**src/rtl/xirq_pkg.sv**
```systemverilog
`timescale 1ns/1ps
package xirq_pkg;
  localparam int EXC_W    = 10;
  localparam int EXC_BASE = 16;
  localparam int TRIG_W   = 9;
  localparam int WORD_W   = 32;

  typedef enum logic [2:0] {
    OP_SETEN   = 3'd0,
    OP_CLREN   = 3'd1,
    OP_SETPEND = 3'd2,
    OP_CLRPEND = 3'd3,
    OP_ACTIVE  = 3'd4,
    OP_TRIGGER = 3'd5
  } xirq_op_e;

  // exception number seen by the core for a given line index
  function automatic logic [EXC_W-1:0] exc_of_line(input int unsigned n);
    return EXC_W'(n + EXC_BASE);
  endfunction

  // exception number named by the trigger field
  function automatic logic [EXC_W-1:0] trig_target(input logic [TRIG_W-1:0] f);
    return EXC_W'(f) + EXC_W'(EXC_BASE);
  endfunction
endpackage

```
**src/rtl/xirq_sync.sv**
```systemverilog
`timescale 1ns/1ps
module xirq_sync #(
  parameter int NUM_LINES = 40,
  parameter int STAGES    = 2
) (
  input  logic                 clk,
  input  logic                 rst_n,
  input  logic [NUM_LINES-1:0] raw,
  output logic [NUM_LINES-1:0] level,
  output logic [NUM_LINES-1:0] rise
);
  logic [STAGES-1:0][NUM_LINES-1:0] chain;
  logic [NUM_LINES-1:0]             prev;

  always_ff @(posedge clk or negedge rst_n) begin
    if (!rst_n) chain[0] <= '0;
    else        chain[0] <= raw;
  end

  for (genvar s = 1; s < STAGES; s++) begin : g_stage
    always_ff @(posedge clk or negedge rst_n) begin
      if (!rst_n) chain[s] <= '0;
      else        chain[s] <= chain[s-1];
    end
  end

  always_ff @(posedge clk or negedge rst_n) begin
    if (!rst_n) prev <= '0;
    else        prev <= chain[STAGES-1];
  end

  assign level = chain[STAGES-1];
  assign rise  = chain[STAGES-1] & ~prev;
endmodule

```
**src/rtl/xirq_swdecode.sv**
```systemverilog
`timescale 1ns/1ps
module xirq_swdecode
  import xirq_pkg::*;
#(
  parameter int NUM_LINES = 40,
  parameter int WIDX_W    = 1
) (
  input  logic                 wr_en,
  input  logic [2:0]           wr_op,
  input  logic [WIDX_W-1:0]    wr_word,
  input  logic [WORD_W-1:0]    wr_data,
  input  logic                 priv_mode,
  input  logic                 user_pend_en,
  output logic [NUM_LINES-1:0] en_set,
  output logic [NUM_LINES-1:0] en_clr,
  output logic [NUM_LINES-1:0] pend_set,
  output logic [NUM_LINES-1:0] pend_clr
);
  logic trig_ok;
  logic [EXC_W-1:0] trig_exc;

  assign trig_ok  = wr_en && (wr_op == OP_TRIGGER) && (priv_mode || user_pend_en);
  assign trig_exc = trig_target(wr_data[TRIG_W-1:0]);

  for (genvar i = 0; i < NUM_LINES; i++) begin : g_line
    localparam int W = i / WORD_W;
    localparam int B = i % WORD_W;
    logic hit;
    assign hit         = wr_en && (wr_word == WIDX_W'(W)) && wr_data[B];
    assign en_set[i]   = hit && (wr_op == OP_SETEN);
    assign en_clr[i]   = hit && (wr_op == OP_CLREN);
    assign pend_clr[i] = hit && (wr_op == OP_CLRPEND);
    assign pend_set[i] = (hit && (wr_op == OP_SETPEND)) ||
                         (trig_ok && (trig_exc == exc_of_line(i)));
  end
endmodule

```
**src/rtl/xirq_cell.sv**
```systemverilog
`timescale 1ns/1ps
module xirq_cell (
  input  logic clk,
  input  logic rst_n,
  input  logic rise,
  input  logic level,
  input  logic en_set,
  input  logic en_clr,
  input  logic pend_set,
  input  logic pend_clr,
  input  logic ack_take,
  input  logic cmp_take,
  output logic pend,
  output logic act,
  output logic en
);
  logic set_p, clr_p;

  // any set source beats any clear source on the same edge
  assign set_p = rise | pend_set | (cmp_take & level);
  assign clr_p = pend_clr | ack_take;

  always_ff @(posedge clk or negedge rst_n) begin
    if (!rst_n) begin
      pend <= 1'b0;
      act  <= 1'b0;
      en   <= 1'b0;
    end else begin
      pend <= (pend & ~clr_p) | set_p;
      act  <= (act & ~cmp_take) | ack_take;
      en   <= (en & ~en_clr) | en_set;
    end
  end
endmodule

```
**src/rtl/xirq_tracker.sv**
```systemverilog
`timescale 1ns/1ps
module xirq_tracker
  import xirq_pkg::*;
#(
  parameter  int NUM_LINES = 40,
  localparam int WORDS     = (NUM_LINES + WORD_W - 1) / WORD_W,
  localparam int WIDX_W    = (WORDS > 1) ? $clog2(WORDS) : 1
) (
  input  logic                 clk,
  input  logic                 rst_n,
  input  logic [NUM_LINES-1:0] irq_in,
  input  logic                 ack_valid,
  input  logic [EXC_W-1:0]     ack_exc,
  input  logic                 cmp_valid,
  input  logic [EXC_W-1:0]     cmp_exc,
  output logic                 cmp_err,
  output logic                 cmp_to_base,
  input  logic                 wr_en,
  input  logic [2:0]           wr_op,
  input  logic [WIDX_W-1:0]    wr_word,
  input  logic [WORD_W-1:0]    wr_data,
  input  logic                 priv_mode,
  input  logic                 user_pend_en,
  input  logic [2:0]           rd_op,
  input  logic [WIDX_W-1:0]    rd_word,
  output logic [WORD_W-1:0]    rd_data,
  output logic [NUM_LINES-1:0] pend_o,
  output logic [NUM_LINES-1:0] act_o,
  output logic [NUM_LINES-1:0] en_o
);
  localparam int PAD_W = WORDS * WORD_W;

  // at most one line active
  function automatic logic at_base(input logic [NUM_LINES-1:0] a);
    int unsigned n = 0;
    for (int k = 0; k < NUM_LINES; k++) n += 32'(a[k]);
    return n <= 1;
  endfunction

  logic [NUM_LINES-1:0] level_w, rise_w;
  logic [NUM_LINES-1:0] en_set, en_clr, pend_set, pend_clr;
  logic [NUM_LINES-1:0] ack_take, cmp_take;

  xirq_sync #(.NUM_LINES(NUM_LINES), .STAGES(2)) u_sync (
    .clk(clk), .rst_n(rst_n), .raw(irq_in), .level(level_w), .rise(rise_w)
  );

  xirq_swdecode #(.NUM_LINES(NUM_LINES), .WIDX_W(WIDX_W)) u_dec (
    .wr_en(wr_en), .wr_op(wr_op), .wr_word(wr_word), .wr_data(wr_data),
    .priv_mode(priv_mode), .user_pend_en(user_pend_en),
    .en_set(en_set), .en_clr(en_clr), .pend_set(pend_set), .pend_clr(pend_clr)
  );

  for (genvar i = 0; i < NUM_LINES; i++) begin : g_line
    assign ack_take[i] = ack_valid && (ack_exc == exc_of_line(i)) && pend_o[i];
    assign cmp_take[i] = cmp_valid && (cmp_exc == exc_of_line(i)) && act_o[i];

    xirq_cell u_cell (
      .clk(clk), .rst_n(rst_n),
      .rise(rise_w[i]), .level(level_w[i]),
      .en_set(en_set[i]), .en_clr(en_clr[i]),
      .pend_set(pend_set[i]), .pend_clr(pend_clr[i]),
      .ack_take(ack_take[i]), .cmp_take(cmp_take[i]),
      .pend(pend_o[i]), .act(act_o[i]), .en(en_o[i])
    );
  end

  assign cmp_err     = cmp_valid && (cmp_take == '0);
  assign cmp_to_base = at_base(act_o);

  logic [PAD_W-1:0] src_pad;
  always_comb begin
    src_pad = '0;
    case (rd_op)
      OP_SETEN, OP_CLREN:     src_pad[NUM_LINES-1:0] = en_o;
      OP_SETPEND, OP_CLRPEND: src_pad[NUM_LINES-1:0] = pend_o;
      OP_ACTIVE:              src_pad[NUM_LINES-1:0] = act_o;
      default:                src_pad = '0;
    endcase
    if (32'(rd_word) < WORDS) rd_data = src_pad[rd_word*WORD_W +: WORD_W];
    else                      rd_data = '0;
  end
endmodule

```
**config.mk**
```make
export PLATFORM = sky130hd
export DESIGN_NAME = xirq_tracker
export DESIGN_NICKNAME = d
export VERILOG_FILES = /design/src/rtl/xirq_pkg.sv /design/src/rtl/xirq_sync.sv /design/src/rtl/xirq_swdecode.sv /design/src/rtl/xirq_cell.sv /design/src/rtl/xirq_tracker.sv
export SDC_FILE = /design/constraint.sdc
export NUM_CORES = 1
export LEC_CHECK = 0
export BUFFER_PORTS_ARGS = -buffer_cell sky130_fd_sc_hd__buf_2
export CAP_MARGIN = 20
export CORE_ASPECT_RATIO = 0.7
export CORE_MARGIN = 2
export CORE_UTILIZATION = 56
export DETAILED_ROUTE_END_ITERATION = 10
export PLACE_DENSITY = 0.81
export SYNTH_ARGS = -nofsm -noshare
export SYNTH_HDL_FRONTEND = slang
export SYNTH_SLANG_ARGS = --single-unit
export TNS_END_PERCENT = 100
```
**constraint.sdc**
```tcl
create_clock -name clk -period 9.07 [get_ports clk]
set_input_delay 1.814 -clock clk [delete_from_list [all_inputs] [get_ports clk]]
set_output_delay 1.814 -clock clk [all_outputs]
set_load 0.02 [all_outputs]
```
# Word-level counts from Yosys, hierarchy flattened

Cells that the tools add are included.

Register bits: 240
Word-level logic and storage cells: 1268

Add/subtract/negate cells: 40
Order comparisons: 1
Equal/unequal tests: 128
Shift-type cells: 1
Muxes and demuxes: 1
Bitwise operators: 523
Reduce and logical (&&, ||, !) cells: 451

Operators by type and width:

| cell                                                                              | number |
|---|---|
| 10-bit by 6-bit equality test with 1-bit output, second input constant            | 72 |
| 10-bit by 5-bit equality test with 1-bit output, second input constant            | 48 |
| 1-bit logical AND                                                                 | 405 |
| 32-bit by 1-bit adder with 32-bit output                                          | 8 |
| 1-bit bitwise OR                                                                  | 240 |
| 1-bit bitwise AND                                                                 | 160 |
| 1-bit inverter                                                                    | 121 |
| 40-bit one-hot mux with 3 select lines                                            | 1 |
| 64-bit by 7-bit indexed part select with 32-bit output                            | 1 |
| 1-bit logical OR                                                                  | 41 |
| 40-bit bitwise AND                                                                | 1 |
| 40-bit zero test                                                                  | 1 |
| 40-bit inverter                                                                   | 1 |
| 31-bit by 1-bit adder with 32-bit output                                          | 1 |
| 32-bit by 1-bit less-or-equal comparator with 1-bit output, second input constant | 1 |
| 30-bit by 1-bit adder with 31-bit output                                          | 1 |
| 29-bit by 1-bit adder with 30-bit output                                          | 1 |
| 28-bit by 1-bit adder with 29-bit output                                          | 1 |
| 27-bit by 1-bit adder with 28-bit output                                          | 1 |
| 26-bit by 1-bit adder with 27-bit output                                          | 1 |
| 25-bit by 1-bit adder with 26-bit output                                          | 1 |
| 24-bit by 1-bit adder with 25-bit output                                          | 1 |
| 23-bit by 1-bit adder with 24-bit output                                          | 1 |
| 22-bit by 1-bit adder with 23-bit output                                          | 1 |
| other kinds (27)                                                                  | 34 |

# Logic depth before layout (Yosys ltp)

Depth after elaboration: 40
Mapped depth: 17
Depth with buffers taken out: 17

# Modules after synthesis

From an unflattened synthesis, not the netlist that was laid out.

Cell total of the unflattened synthesis: 1425
Area, all modules: 13636.8 µm²

By module, submodules not included:

| module        | instances | cells an instance | area each (µm²) |
|---|---|---|---|
| xirq_cell     | 40        | 10                | 121.4 |
| xirq_sync     | 1         | 200               | 3853.7 |
| xirq_tracker  | 1         | 537               | 3505.9 |
| xirq_swdecode | 1         | 288               | 1422.6 |

# Worst setup path after synthesis

No wires, ideal clock.

Path kind: register -> output
From: register g_line[17].u_cell.act
To: output cmp_to_base
Data arrival time: 6.027 ns
Setup slack: 1.229 ns
Stages on the path, launching flop included: 17
Path buffers: 0
Cell sequence: dfrtp_1 > fa_1 > inv_1 > fa_1 > inv_1 > fa_1 > inv_1 > fa_1 > fa_1 > fa_1 > fa_1 > inv_1 > ha_1 > inv_1 > fa_1 > or4b_2 > nor4_1

Cells in the longest elaborated chain, start to end: 24

Ends and longest elaborated chain:

| item                                                       | RTL line           | text |
|---|---|---|
| start, declared                                            | xirq_cell.sv:14    | `output logic act,` |
| start signal, assigned                                     | xirq_cell.sv:30    | `act <= (act & ~cmp_take) \| ack_take;` |
| 17-bit by 1-bit adder with 18-bit output                   | xirq_tracker.sv:36 | `for (int k = 0; k < NUM_LINES; k++) n += 32'(a[k]);` |
| 18-bit by 1-bit adder with 19-bit output                   | xirq_tracker.sv:36 |  |
| 19-bit by 1-bit adder with 20-bit output                   | xirq_tracker.sv:36 |  |
| 20-bit by 1-bit adder with 21-bit output                   | xirq_tracker.sv:36 |  |
| 21-bit by 1-bit adder with 22-bit output                   | xirq_tracker.sv:36 |  |
| 22-bit by 1-bit adder with 23-bit output                   | xirq_tracker.sv:36 |  |
| 23-bit by 1-bit adder with 24-bit output                   | xirq_tracker.sv:36 |  |
| 24-bit by 1-bit adder with 25-bit output                   | xirq_tracker.sv:36 |  |
| 25-bit by 1-bit adder with 26-bit output                   | xirq_tracker.sv:36 |  |
| 26-bit by 1-bit adder with 27-bit output                   | xirq_tracker.sv:36 |  |
| 27-bit by 1-bit adder with 28-bit output                   | xirq_tracker.sv:36 |  |
| 28-bit by 1-bit adder with 29-bit output                   | xirq_tracker.sv:36 |  |
| 29-bit by 1-bit adder with 30-bit output                   | xirq_tracker.sv:36 |  |
| 30-bit by 1-bit adder with 31-bit output                   | xirq_tracker.sv:36 |  |
| 31-bit by 1-bit adder with 32-bit output                   | xirq_tracker.sv:36 |  |
| 32-bit by 1-bit adder with 32-bit output (8 in series)     | xirq_tracker.sv:36 |  |
| 32-bit by 1-bit less-or-equal comparator with 1-bit output | xirq_tracker.sv:37 | `return n <= 1;` |
| end, declared                                              | xirq_tracker.sv:17 | `output logic cmp_to_base,` |

Every way passes these cells.

# Worst setup path in the final report

From: register g_line[29].u_cell.act
To: output cmp_to_base

Cells in the longest elaborated chain, start to end: 12

Ends and longest elaborated chain:

| item                                                       | RTL line |
|---|---|
| start, declared                                            | xirq_cell.sv:14 |
| start signal, assigned                                     | xirq_cell.sv:30 |
| 29-bit by 1-bit adder with 30-bit output                   | xirq_tracker.sv:36 |
| 30-bit by 1-bit adder with 31-bit output                   | xirq_tracker.sv:36 |
| 31-bit by 1-bit adder with 32-bit output                   | xirq_tracker.sv:36 |
| 32-bit by 1-bit adder with 32-bit output (8 in series)     | xirq_tracker.sv:36 |
| 32-bit by 1-bit less-or-equal comparator with 1-bit output | xirq_tracker.sv:37 |

Every way passes these cells.

==> metrics.cfg <==
[clocking]
cts_resized=0
cts_tree=yes
cts_root_buf=clkbuf_16
cts_setup_buffers=0
cts_hold_buf=0
clk_latency_ns=0.54
cts.reportedPaths.clkPinSlew_ns=0.07
ctsHtreeMaxLevel=1
clockBufferDepth=3
numClockSinks=240
cts_buffers=23

[placement]
dp_hpwl_um=32600
placedCellCount=1666
routabilityCongestion=1.02
io_buffers=260
pre_cts_ws_ns=1.18

[hold_path]
hold_end=u_sync.level[27]
hold_path.class=reg -> reg
min_from=u_sync.chain[27]
hold_depth=0

[layout]
fin_cells=1707
syn_to_final_growth_pct=11.4
final_cell_mix=buf_2, dfrtp_1, nand2_1
drive_gt1_share_pct=23.9
final_common_cell=buf_2
n_antenna_cell=0
num-nets-final=1558
register_area_um2=6010
multiInputGateArea_um2=5190
fill_cells=1771

[power]
ir_worst_vdd_mv=0.142
p_leak_nw=6.34
power.density_nw_per_um2=193

[timing]
holdWs_ns=0.346
final-setup-viol-count=0
rsz0062_at_grt=no
fmax_mhz=117
period_share_pct=93.9
totalNegativeSetupSlack_ns=0
fin_crit_ns=8.51
drv_slew=0
slew_headroom_pct=15.6
finalHoldViolCount=0
fin_skew_ns=0.0123
setup_slack_ns=0.556
worstMarginPinSlew_ns=1.25

[floorplan]
core_um2=21900
rows=45
die_width_um=183
start_util_pct=57.6
die_area_um2=23800
die_h_um=130
ios=261

[detailed_routing]
vias=10800
viasPerCell=6.31
postRouteAntennaNets=0
drc=0
drt_iter0_drc=1441
finalWirelength_um=44000
wl_per_cell_um=25.8
first_pass_iters=6

[critical_path]
cp-start-kind=register
worst-path-buf-inv=6
max_stage_delay_ns=0.58
r2r_end=g_line[29].u_cell.pend
cp_max_fo=6
critPathTopFamily=adder cells
path_common_cell=fa_1
cpMaxStageDelayCell=or4b_2
rrSetupSlack_ns=7.75
r2r_start=g_line[29].u_cell.act
path_class=reg -> out
cp_data_required_time_ns=7.26
reg2reg_depth=3
crit_path_cell_trace=fa_1, inv_1, fa_1, fa_1, inv_1, fa_1, inv_1, fa_1, fa_1, fa_1, inv_1, ha_1, inv_1, fa_1, or4b_2, nor4_1, buf_2
cp-end-kind=primary output
arrival_ns=6.70

[global_route]
grtUsageTotal_pct=37.0
busiest_layer=met1
grt_pass1_vias=10200
grt_pass1_wl_um=64700
antenna_found_initial=0
grt_start_max_net_pins=94
overflow=0
use_met2_pct=52.1
use_met1_pct=55.7
grtUsageMet3_pct=12.4

[yosys]
yosysWarnings=0
synth-edff-count=0
avgSynthCellArea_um2=9.76
synthFlopType=dfrtp_1
ys_ff_latch=240
synthCells=1292
syn-cell-area_um2=12600
synth.net_count=1441
synth_cell_types=66
ys_seq_area_share_pct=47.6
synth-async-reset-ratio_pct=100

[status]
outcome=finished clean

[job]
drv_cap=0

[worst max path at each step]
stage	from	endpoint	slack [ns]	cells past startpoint
2_1_floorplan	g_line[17].u_cell.act	cmp_to_base	1.23	16
3_3_place_gp	g_line[17].u_cell.act	cmp_to_base	1.20	17
3_5_place_dp	g_line[29].u_cell.act	cmp_to_base	1.18	17
4_1_cts	g_line[29].u_cell.act	cmp_to_base	0.58	17
5_1_grt	g_line[29].u_cell.act	cmp_to_base	0.33	17
6_report	g_line[29].u_cell.act	cmp_to_base	0.56	17
[cell usage after synthesis, types with 12 or more instances]
cell,n,area [um2]
a221o_1,15,150
nand2_1,177,664
fa_1,31,621
inv_1,62,233
nand3_1,62,310
nor2_1,97,364
and3_1,12,75.1
buf_2,12,60.1
a32o_1,28,280
mux2i_1,41,410
clkbuf_1,54,203
buf_4,120,901
o21ai_0,57,285
a31oi_1,32,200
dfrtp_1,240,6010
a21oi_1,70,350
a22o_1,17,149
[stage by stage]
stage	power, W	area, um2	utilization, %
floorplan	0.00159	12600	-
global placement	0.00170	13300	60.6
detailed placement	0.00171	13300	60.6
CTS	0.00271	14100	64.2
global route	0.00281	14100	64.2
finish	0.00271	14100	64.2
[logic make-up (layout without fill, tap and decap cells)]
logic type               after synthesis  in the layout  share of synthesized area (%)
AND/OR/NAND/NOR                      423            423                           15.9
AO/OA/AOI/OAI                        289            289                           15.7
flip-flops                           240            240                           47.6
adder cells (fa/ha/maj)               42             42                           6.01
buffers and inverters                254            387                           11.3
multiplexers                          44             44                           3.52
[state kept, by name, indices dropped and copies added, names as in the netlist]
| name | count |
|---|---|
| g_line.u_cell.act | 40 |
| g_line.u_cell.en | 40 |
| g_line.u_cell.pend | 40 |
| u_sync.chain | 40 |
| u_sync.level | 40 |
| u_sync.prev | 40 |
[layout make-up]
type / count / share of cell area, %
Sequential cell: 240 / 42.7
Multi-Input combinational cell: 798 / 37.0
Timing Repair Buffer: 284 / 10.6
Clock buffer: 35 / 4.91
Tap cell: 282 / 2.51
Inverter: 62 / 1.66
Clock inverter: 6 / 0.632
[per-layer routing]
layer  share of wire (%)  routed length (um)
met5                   0                   0
met2                  41               18200
met3                  13                5920
met1                  43               18900
met4                 2.1                 934
[power breakdown]
group	internal (W)	total [W]	switching, W	leakage, nW
registers	0.00115	0.00123	0.0000726	2.80
logic	0.000166	0.000478	0.000313	3.16
clock network	0.000582	0.00101	0.000424	0.377
No activity file was read; power rests on OpenSTA's default activity.
